File: src/rtl/fpm_pkg.sv
// Shared types for the floating-point multiplier.
// Assumes nothing beyond the parameters of the modules that import it.
package fpm_pkg;

    // Operand class after unpacking; denormals already folded into ZERO.
    typedef enum logic [1:0] {
        CLS_ZERO = 2'd0,
        CLS_NORM = 2'd1,
        CLS_INF  = 2'd2,
        CLS_NAN  = 2'd3
    } fpm_class_e;

    // Special-case outcome chosen in the first stage for a whole operation.
    typedef enum logic [1:0] {
        SPEC_NONE = 2'd0,
        SPEC_ZERO = 2'd1,
        SPEC_INF  = 2'd2,
        SPEC_NAN  = 2'd3
    } fpm_spec_e;

endpackage

File: src/rtl/fpm_unpack.sv
// Operand unpacker: splits a word into sign, biased exponent and a
// significand with the hidden one restored, and classifies it.
// Assumes FRAC_W >= 1. A zero exponent field is classed ZERO, so
// denormal encodings are flushed.
module fpm_unpack
    import fpm_pkg::*;
#(
    parameter int EXP_W  = 8,
    parameter int FRAC_W = 23
) (
    input  logic [EXP_W+FRAC_W:0] word,
    output logic                  sign,
    output logic [EXP_W-1:0]      expo,
    output logic [FRAC_W:0]       sig,
    output fpm_class_e            cls
);

    localparam logic [EXP_W-1:0] EXP_ONES = {EXP_W{1'b1}};

    logic [FRAC_W-1:0] frac;
    logic              exp_max;
    logic              exp_min;
    logic              frac_nz;

    // Field split and hidden-bit restore.
    always_comb begin
        sign = word[EXP_W+FRAC_W];
        expo = word[EXP_W+FRAC_W-1:FRAC_W];
        frac = word[FRAC_W-1:0];
        sig  = {1'b1, frac};
    end

    // Classification of the encoding.
    always_comb begin
        exp_max = (expo == EXP_ONES);
        exp_min = (expo == '0);
        frac_nz = |frac;
        if (exp_max && frac_nz) begin
            cls = CLS_NAN;
        end else if (exp_max) begin
            cls = CLS_INF;
        end else if (exp_min) begin
            cls = CLS_ZERO;
        end else begin
            cls = CLS_NORM;
        end
    end

endmodule

File: src/rtl/fpm_sigmul.sv
// Significand multiplier: unsigned SIG_W x SIG_W product, full width.
// Assumes both inputs carry their leading one, so the product top two
// bits are never both zero.
module fpm_sigmul #(
    parameter int SIG_W = 24
) (
    input  logic [SIG_W-1:0]   sig_a,
    input  logic [SIG_W-1:0]   sig_b,
    output logic [2*SIG_W-1:0] prod
);

    localparam int PROD_W = 2 * SIG_W;

    logic [PROD_W-1:0] ext_a;
    logic [PROD_W-1:0] ext_b;

    // Zero-extend and multiply at product width.
    always_comb begin
        ext_a = PROD_W'(sig_a);
        ext_b = PROD_W'(sig_b);
        prod  = ext_a * ext_b;
    end

endmodule

File: src/rtl/fpm_round.sv
// Normalise, round and range-check a finite product.
// Input exponent is the signed biased sum e1 + e2 - bias. Output is a
// packed word: a normal number, signed infinity on overflow, or signed
// zero when the rounded exponent falls below 1. Ties go to even.
module fpm_round #(
    parameter int EXP_W  = 8,
    parameter int FRAC_W = 23
) (
    input  logic                     sign,
    input  logic signed [EXP_W+1:0]  exp_in,
    input  logic [2*FRAC_W+1:0]      prod,
    output logic [EXP_W+FRAC_W:0]    word
);

    localparam int SIG_W  = FRAC_W + 1;
    localparam int PROD_W = 2 * SIG_W;
    localparam int EXT_W  = EXP_W + 2;
    localparam logic signed [EXT_W-1:0] EMAX_X = EXT_W'((1 << EXP_W) - 2);

    logic                    top;
    logic [PROD_W-1:0]       norm;
    logic [SIG_W-1:0]        keep;
    logic                    guard;
    logic                    sticky;
    logic                    rnd_up;
    logic [SIG_W:0]          rnd;
    logic                    carry;
    logic signed [EXT_W-1:0] e_fin;
    logic [FRAC_W-1:0]       frac_fin;
    logic                    ovf;
    logic                    unf;
    logic                    unused_hid;

    // One-place normalisation and guard/sticky extraction.
    always_comb begin
        top    = prod[PROD_W-1];
        norm   = top ? prod : (prod << 1);
        keep   = norm[PROD_W-1 -: SIG_W];
        guard  = norm[SIG_W-1];
        sticky = |norm[SIG_W-2:0];
    end

    // Round to nearest, ties to even; carry-out renormalises.
    always_comb begin
        rnd_up     = guard & (sticky | keep[0]);
        rnd        = {1'b0, keep} + {{SIG_W{1'b0}}, rnd_up};
        carry      = rnd[SIG_W];
        unused_hid = rnd[SIG_W-1];
        frac_fin   = carry ? '0 : rnd[FRAC_W-1:0];
    end

    // Final exponent and range decision.
    always_comb begin
        e_fin = exp_in
              + $signed({{(EXT_W-1){1'b0}}, top})
              + $signed({{(EXT_W-1){1'b0}}, carry});
        ovf   = (e_fin > EMAX_X);
        unf   = e_fin[EXT_W-1] || (e_fin == '0);
    end

    // Output packing.
    always_comb begin
        if (ovf) begin
            word = {sign, {EXP_W{1'b1}}, {FRAC_W{1'b0}}};
        end else if (unf) begin
            word = {sign, {(EXP_W+FRAC_W){1'b0}}};
        end else begin
            word = {sign, e_fin[EXP_W-1:0], frac_fin};
        end
    end

endmodule

File: src/rtl/fp_mul_sp.sv
// Floating-point multiplier, two-stage pipeline.
// Stage 1: unpack, classify, exponent sum, significand product.
// Stage 2: normalise, round, range check, special-value select.
// Assumes EXP_W >= 3 and FRAC_W >= 2. Synchronous active-low reset
// clears valid and data registers. Throughput is one pair per cycle.
module fp_mul_sp
    import fpm_pkg::*;
#(
    parameter int EXP_W  = 8,
    parameter int FRAC_W = 23
) (
    input  logic                   clk,
    input  logic                   rst_n,
    input  logic                   in_valid,
    input  logic [EXP_W+FRAC_W:0]  op_a,
    input  logic [EXP_W+FRAC_W:0]  op_b,
    output logic                   out_valid,
    output logic [EXP_W+FRAC_W:0]  result
);

    localparam int W      = 1 + EXP_W + FRAC_W;
    localparam int SIG_W  = FRAC_W + 1;
    localparam int PROD_W = 2 * SIG_W;
    localparam int EXT_W  = EXP_W + 2;
    localparam int BIAS   = (1 << (EXP_W - 1)) - 1;
    localparam logic signed [EXT_W-1:0] BIAS_X = EXT_W'(BIAS);
    localparam logic [W-1:0] QNAN =
        {1'b0, {EXP_W{1'b1}}, 1'b1, {(FRAC_W-1){1'b0}}};
    localparam logic [W-2:0] INF_MAG = {{EXP_W{1'b1}}, {FRAC_W{1'b0}}};

    // Stage-1 combinational signals
    logic              sa, sb;
    logic [EXP_W-1:0]  ea, eb;
    logic [SIG_W-1:0]  ma, mb;
    fpm_class_e        ca, cb;
    logic [PROD_W-1:0] prod_c;
    logic signed [EXT_W-1:0] exp_c;
    fpm_spec_e         spec_c;

    // Stage-1 registers
    logic                    v1;
    logic                    sign1;
    logic signed [EXT_W-1:0] exp1;
    logic [PROD_W-1:0]       prod1;
    fpm_spec_e               spec1;

    // Stage-2 signals and registers
    logic [W-1:0] fin_word;
    logic [W-1:0] sel_word;
    logic         v2;
    logic [W-1:0] res2;

    fpm_unpack #(.EXP_W(EXP_W), .FRAC_W(FRAC_W)) u_unpack_a (
        .word (op_a),
        .sign (sa),
        .expo (ea),
        .sig  (ma),
        .cls  (ca)
    );

    fpm_unpack #(.EXP_W(EXP_W), .FRAC_W(FRAC_W)) u_unpack_b (
        .word (op_b),
        .sign (sb),
        .expo (eb),
        .sig  (mb),
        .cls  (cb)
    );

    fpm_sigmul #(.SIG_W(SIG_W)) u_sigmul (
        .sig_a (ma),
        .sig_b (mb),
        .prod  (prod_c)
    );

    // Biased exponent sum with one bias removed, in signed extended width.
    always_comb begin
        exp_c = $signed({2'b00, ea}) + $signed({2'b00, eb}) - BIAS_X;
    end

    // Special-case priority: NaN (incl. zero x inf), then inf, then zero.
    always_comb begin
        if (ca == CLS_NAN || cb == CLS_NAN ||
            (ca == CLS_ZERO && cb == CLS_INF) ||
            (ca == CLS_INF && cb == CLS_ZERO)) begin
            spec_c = SPEC_NAN;
        end else if (ca == CLS_INF || cb == CLS_INF) begin
            spec_c = SPEC_INF;
        end else if (ca == CLS_ZERO || cb == CLS_ZERO) begin
            spec_c = SPEC_ZERO;
        end else begin
            spec_c = SPEC_NONE;
        end
    end

    // Stage-1 pipeline register.
    always_ff @(posedge clk) begin
        if (!rst_n) begin
            v1    <= 1'b0;
            sign1 <= 1'b0;
            exp1  <= '0;
            prod1 <= '0;
            spec1 <= SPEC_NONE;
        end else begin
            v1    <= in_valid;
            sign1 <= sa ^ sb;
            exp1  <= exp_c;
            prod1 <= prod_c;
            spec1 <= spec_c;
        end
    end

    fpm_round #(.EXP_W(EXP_W), .FRAC_W(FRAC_W)) u_round (
        .sign   (sign1),
        .exp_in (exp1),
        .prod   (prod1),
        .word   (fin_word)
    );

    // Final selection between finite path and special encodings.
    always_comb begin
        unique case (spec1)
            SPEC_NAN:  sel_word = QNAN;
            SPEC_INF:  sel_word = {sign1, INF_MAG};
            SPEC_ZERO: sel_word = {sign1, {(W-1){1'b0}}};
            default:   sel_word = fin_word;
        endcase
    end

    // Stage-2 pipeline register.
    always_ff @(posedge clk) begin
        if (!rst_n) begin
            v2   <= 1'b0;
            res2 <= '0;
        end else begin
            v2   <= v1;
            res2 <= sel_word;
        end
    end

    assign out_valid = v2;
    assign result    = res2;


    valid_lat_chk: assert property (@(posedge clk) disable iff (!rst_n)
        in_valid |=> ##1 out_valid);


    no_spurious_valid_chk: assert property (@(posedge clk) disable iff (!rst_n)
        !in_valid |=> ##1 !out_valid);


    nan_out_chk: assert property (@(posedge clk) disable iff (!rst_n)
        (v1 && spec1 == SPEC_NAN) |=> (result == QNAN));


    inf_out_chk: assert property (@(posedge clk) disable iff (!rst_n)
        (v1 && spec1 == SPEC_INF) |=>
            (result[W-2:0] == INF_MAG) && (result[W-1] == $past(sign1)));


    sign_chk: assert property (@(posedge clk) disable iff (!rst_n)
        (v1 && spec1 != SPEC_NAN) |=> (result[W-1] == $past(sign1)));


    no_fin_nan_chk: assert property (@(posedge clk) disable iff (!rst_n)
        (v1 && spec1 == SPEC_NONE) |=>
            (result[W-2:FRAC_W] != {EXP_W{1'b1}}) || (result[FRAC_W-1:0] == '0));

endmodule

File: config.mk
export PLATFORM = sky130hd
export DESIGN_NAME = fp_mul_sp
export DESIGN_NICKNAME = d
export VERILOG_FILES = /design/src/rtl/fpm_pkg.sv /design/src/rtl/fpm_unpack.sv /design/src/rtl/fpm_sigmul.sv /design/src/rtl/fpm_round.sv /design/src/rtl/fp_mul_sp.sv
export SDC_FILE = /design/constraint.sdc
export NUM_CORES = 2
export LEC_CHECK = 0
export BUFFER_PORTS_ARGS = -buffer_cell sky130_fd_sc_hd__buf_2
export CAP_MARGIN = 40
export CORE_ASPECT_RATIO = 1.75
export CORE_MARGIN = 3
export CORE_UTILIZATION = 55
export CTS_BUF_LIST = sky130_fd_sc_hd__clkbuf_4 sky130_fd_sc_hd__clkbuf_8
export DETAILED_ROUTE_END_ITERATION = 6
export PLACE_DENSITY = 0.72
export SYNTH_ARGS = -nofsm -noshare
export SYNTH_HDL_FRONTEND = slang
export SYNTH_SLANG_ARGS = --single-unit
File: constraint.sdc
create_clock -name clk -period 13.65 [get_ports clk]
set_input_delay 2.73 -clock clk [delete_from_list [all_inputs] [get_ports clk]]
set_output_delay 2.73 -clock clk [all_outputs]
set_load 0.005 [all_outputs]
# Yosys cells after proc, flatten, opt, wreduce, memory -nomap -nowiden
# Cells that the tools add are included.
dict set report totals {
  reg_bits 95
  input_bits 67
  output_inout_bits 33
}
dict set report classes {
  addsub 5
  multipliers 1
  magnitude_cmp 1
  n_eq_ne 9
  mux 14
  bitwise 3
  reduce_logical 18
}
# cell count
set op_table {}
lappend op_table {{$pmux W32 S3} 1}
lappend op_table {{$reduce_or A23 Y1} 3}
lappend op_table {{$mux W31} 2}
lappend op_table {{$mul A24 B24 Y48} 1}
lappend op_table {{$mux W48} 1}
lappend op_table {{$add A24 B1 Y25} 1}
lappend op_table {{$mux W23} 1}
lappend op_table {{$add A10 B2 Y10} 2}
lappend op_table {{$eq A8 B8 Y1 const B} 2}
lappend op_table {{$logic_not A8 Y1} 2}
lappend op_table {{$eq A2 B2 Y1 const B} 6}
lappend op_table {{$mux W2} 6}
lappend op_table {{$gt A10 B9 Y1 const B} 1}
lappend op_table {{$logic_not A10 Y1} 1}
lappend op_table {{$sub A9 B7 Y10 const B} 1}
lappend op_table {{$add A8 B8 Y9} 1}
lappend op_table {{$logic_or A1 B1 Y1} 6}
lappend op_table {{$logic_and A1 B1 Y1} 4}
lappend op_table {{$logic_not A2 Y1} 2}
lappend op_table {{$mux W1} 3}
lappend op_table {{$eq A2 B1 Y1 const B} 1}
lappend op_table {{$and A1 B1 Y1} 1}
lappend op_table {{$or A1 B1 Y1} 1}
lappend op_table {{$xor A1 B1 Y1} 1}

# Longest topological paths before layout
dict set report logic_depth {
  word_depth 11
  depth_mapped 26
  ltp_nobuf 24
}

# Modules after synthesis
# From an unflattened synthesis, not the netlist that was laid out.
dict set report hier_totals {
  cells_unflattened 2786
  hier_area_um2 24435.9
}
# mod instances cells_each area_each_um2 seq_area_each_um2
set by_module_without_submodules {}
lappend by_module_without_submodules {fpm_sigmul 1 2178 19057.0 0.0}
lappend by_module_without_submodules {fp_mul_sp 1 276 3079.2 1901.8}
lappend by_module_without_submodules {fpm_round 1 236 1604.0 0.0}
lappend by_module_without_submodules {fpm_unpack 2 48 347.8 0.0}

# Least setup slack after synthesis
# Ideal clock, no wire load.
dict set report synth_timing {
  path_kind {input port to flip-flop}
  from {in op_a[10]}
  to {reg prod1[32]}
  setup_ns 0.128
  arrival_time_ns 8.597
  required_time_ns 13.522
  setup_slack_ns 4.925
  path_stages 23
  n_path_buf 1
  cell_sequence {clkbuf_1 > nand2_1 > fa_1 > fa_1 > inv_1 > fa_1 > inv_1 > fa_1 > inv_1 > fa_1 > fa_1 > inv_1 > fa_1 > inv_1 > ha_1 > a21oi_1 > o21ai_0 > or4_1 > a211o_1 > and2_1 > a21oi_1 > xor2_1 > nor2_1}
}
dict set report synth_between {
  elab_chain_cells 1
}
# item line
set synth_rtl {}
lappend synth_rtl {{from (decl)} fp_mul_sp.sv:15} ;# input logic [EXP_W+FRAC_W:0] op_a,
lappend synth_rtl {{$mul A24 B24 Y48} fpm_sigmul.sv:21} ;# prod = ext_a * ext_b;
lappend synth_rtl {{to (signal assigned)} fp_mul_sp.sv:107} ;# prod1 <= prod_c;
lappend synth_rtl {{to (decl)} fp_mul_sp.sv:44} ;# logic [PROD_W-1:0] prod1;
# Every way passes these cells.
# A chain may end at the register's enable or synchronous reset.

# Worst setup path in the final report
dict set report layout_timing {
  from {in op_b[12]}
  to {reg prod1[40]}
}
dict set report layout_between {
  elab_chain_cells 1
}
# item line
set layout_rtl {}
lappend layout_rtl {{from (decl)} fp_mul_sp.sv:16} ;# input logic [EXP_W+FRAC_W:0] op_b,
lappend layout_rtl {{$mul A24 B24 Y48} fpm_sigmul.sv:21}
# Every way passes these cells.

==> impl_results.md <==
- Mean post-synth cell area: 8.72 sq um
- Top-area cell type share of the netlist area: 0.414
- Seq/Total Area, Yosys: 0.0813
- Final Wtd Congestion: around 0.98
- Non-Filler Instances: roughly 3.2k
- Post-Synth XOR/XNOR Area: 0.0311
- Hold endpoint: out_valid$_SDFF_PN0_
- Hold Path Cell Cnt: 1
- Reg2Reg Capture Point: result[5]$_SDFF_PN0_
- Worst skew pair latency: 0.39 ns
- Critical Path AT: around 10 ns
- Final HPWL DP: ~54000 um
- WL met1: between 20000 and 25000 um
- Starting Density: 0.559
- Row cnt: 99
- GRT Total Usage: 0.306
- EDFF count, synth: 0
- Reg2reg start: prod1[47]$_SDFF_PN0_
- Largest area contributor in the netlist: fa_1
- Cts repair resizes: 0
- Max-slew headroom: 0.485
- Post-synthesis register bit count: 95
- CTS H-tree depth: 3
- Reg2reg setup slack: 7.70 ns
- Per-cell routed wire length: a little over 20 um
- Mux share of post-synthesis cell area: 0.00712
- Largest net degree at the start of global routing: between 50 and 60
- Synth top area cells: fa_1 (41%), ha_1 (10%), inv_1 (9.6%), dfxtp_1 (8.1%), and2_1 (6.9%)
- Met3 wire length: a little over 4000 um
- Number of global-route vias before repair: around 20k
- Final Skew: ~0.0087 ns
- Syn Inst Count: roughly 2.7k
- Run status: finished, final reports clean
- Min-Delay Path Class: reg2reg
- Period minus WS final: 9.62 ns
- CP Launch Type: input pin
- Synth Area in Adders: 0.516
- CP peak stage delay: 0.56 ns
- Placed insts: 3213
- Routed WL: approximately 67000 um
- RSZ-0062 raised after global routing: no
- Routed met2 length: ~34000 um
- GRT overflow: 0
- Max FO, Critical Path: 20
- HP Start: v1$_SDFF_PN0_
- DIE AREA: roughly 0.045 sq mm
- IO buf count: slightly below 100
- Vias: about 18k
- Area growth syn-to-layout: 3.90%
- Synth cell count leaders: inv_1 (600), fa_1 (484), nand2_1 (322)
- Number of warnings issued by yosys: 0
- Final setup vio count: 0
- Most common cell in the netlist: inv_1
- Global-route wire length before repair: around 110000 um
- Worst Path Buf+Inv: 8
- CTS tree: yes
- CTS Buf Count: 9
- Root Driver: clkbuf_8
- # IOs: 100
- Largest family of logic cells by synthesized area: adder cells
- DR DRC count: 0
- Die Span X: about 160 um
- Fin. Hold Viols: 0
- Final worst path period share: 0.705
- Post-CTS setup buffer count: 0
- Core Box Area: about 0.042 sq mm
- Syn Nets: 3422
- DR pass1 iterations: 5
- CTS Buffer Depth: 2
- Worst r2r path cells: 20
- Slew Viols, Final: 0
- Clock transition at path regs: approximately 0.09 ns
- Hold buffer count at CTS: 0
- Setup TNS: 0 ns
- Fmax: between 100 and 150 MHz
- Compound-cell area share of the yosys netlist: 0.0597
- Synthesized area: roughly 0.023 sq mm
- WP data required: around 14 ns
- CP top delay family: adder cells
- DR vias/cell: 5.61
- Initial antenna violation count: 1
- DRT iter0 DRCs: between 1k and 1.5k
- Setup Crit Path Kind: in2reg
- Nets: 3410
- Worst-margin pin slew: between 0.7 and 0.8 ns
- Max Cap Viol: 0
- Simple logic cell fraction of the synthesized area: 0.185
- Netlist cell types: 74
- Worst slack, placed: about 3.7 ns
- Routed Antenna Nets: 0
- DR top layer: met4
- Final worst setup slack: just over 4 ns
- Asr flop ratio synth: 0
- Die height: roughly 280 um
- CP max-delay cell: or4_1
- Synth Flop Type: dfxtp_1
- Ratio of cells with drive above 1 in the final layout: 0.0576
- Clock Sinks: 95
- Crit. End Element: flop
==> per-layer routing <==
layer / vias to the layer above / GRT usage
li1: 7995 / -
met1: 9139 / 0.348
met2: 783 / 0.556
met3: 226 / 0.0390
met4: 0 / 0.162
met5: - / 0
==> worst max path at each step <==
stage | slack (ns) | from | endpoint | cells after the start
3_5_place_dp | 3.71 | op_b[12] | prod1[40]$_SDFF_PN0_ | 25
4_1_cts | 4.10 | op_b[12] | prod1[40]$_SDFF_PN0_ | 25
6_report | 4.03 | op_b[12] | prod1[40]$_SDFF_PN0_ | 25
3_3_place_gp | 3.71 | op_b[12] | prod1[40]$_SDFF_PN0_ | 25
5_1_grt | 3.79 | op_b[12] | prod1[40]$_SDFF_PN0_ | 25
2_1_floorplan | 4.93 | op_a[10] | prod1[32]$_SDFF_PN0_ | 23
==> cell usage in the layout (no fill, tap or decap), types with 22 or more instances in the layout <==
master,Yosys,layout
inv_1,600,600
fa_1,484,484
nand2_1,322,322
and2_1,258,258
ha_1,190,190
nor2_1,137,137
buf_2,4,99
dfxtp_1,95,94
a21oi_1,79,79
xnor2_1,47,47
xor2_1,36,36
o21ai_0,31,31
nand3_1,26,26
nand4_1,23,23
nor4_1,22,22
==> state kept, by name (all words and copies together), names as in the netlist <==
signal	cells
exp1	10
sign1	1
spec1	2
result	32
out_valid	1
prod1	48
v1	1
==> cell families after synthesis <==
kind of cell               Yosys count
AOI/OAI and AO/OA                  209
xor gates and xnor gates            83
adders and majority gates          674
buffers and inverters              730
DFF                                 95
muxes                               16
and+or+nand+nor                    874
==> layout make-up <==
type	count	area, sq um
Antenna cell	3	7.51
Clock buffer	10	138
Clock inverter	6	67.6
Fill cell	3867	17600
Inverter	603	2260
Multi-Input combinational cell	1856	18700
Sequential cell	95	1900
Tap cell	555	694
Timing Repair Buffer	104	533
==> through the flow <==
step | area [sq um] | hold WS (ns) | utilization
global route | 24300 | 0.481 | 0.580
detailed placement | 24100 | 0.429 | 0.575
finish | 24300 | 0.443 | 0.580
CTS | 24300 | 0.447 | 0.580
floorplan | 23400 | 0.412 | -
global placement | 24100 | 0.424 | 0.575
Power is left out: the tool's default activity adds up to more than one toggle a clock period on the data nets, which glitch-free logic cannot reach.
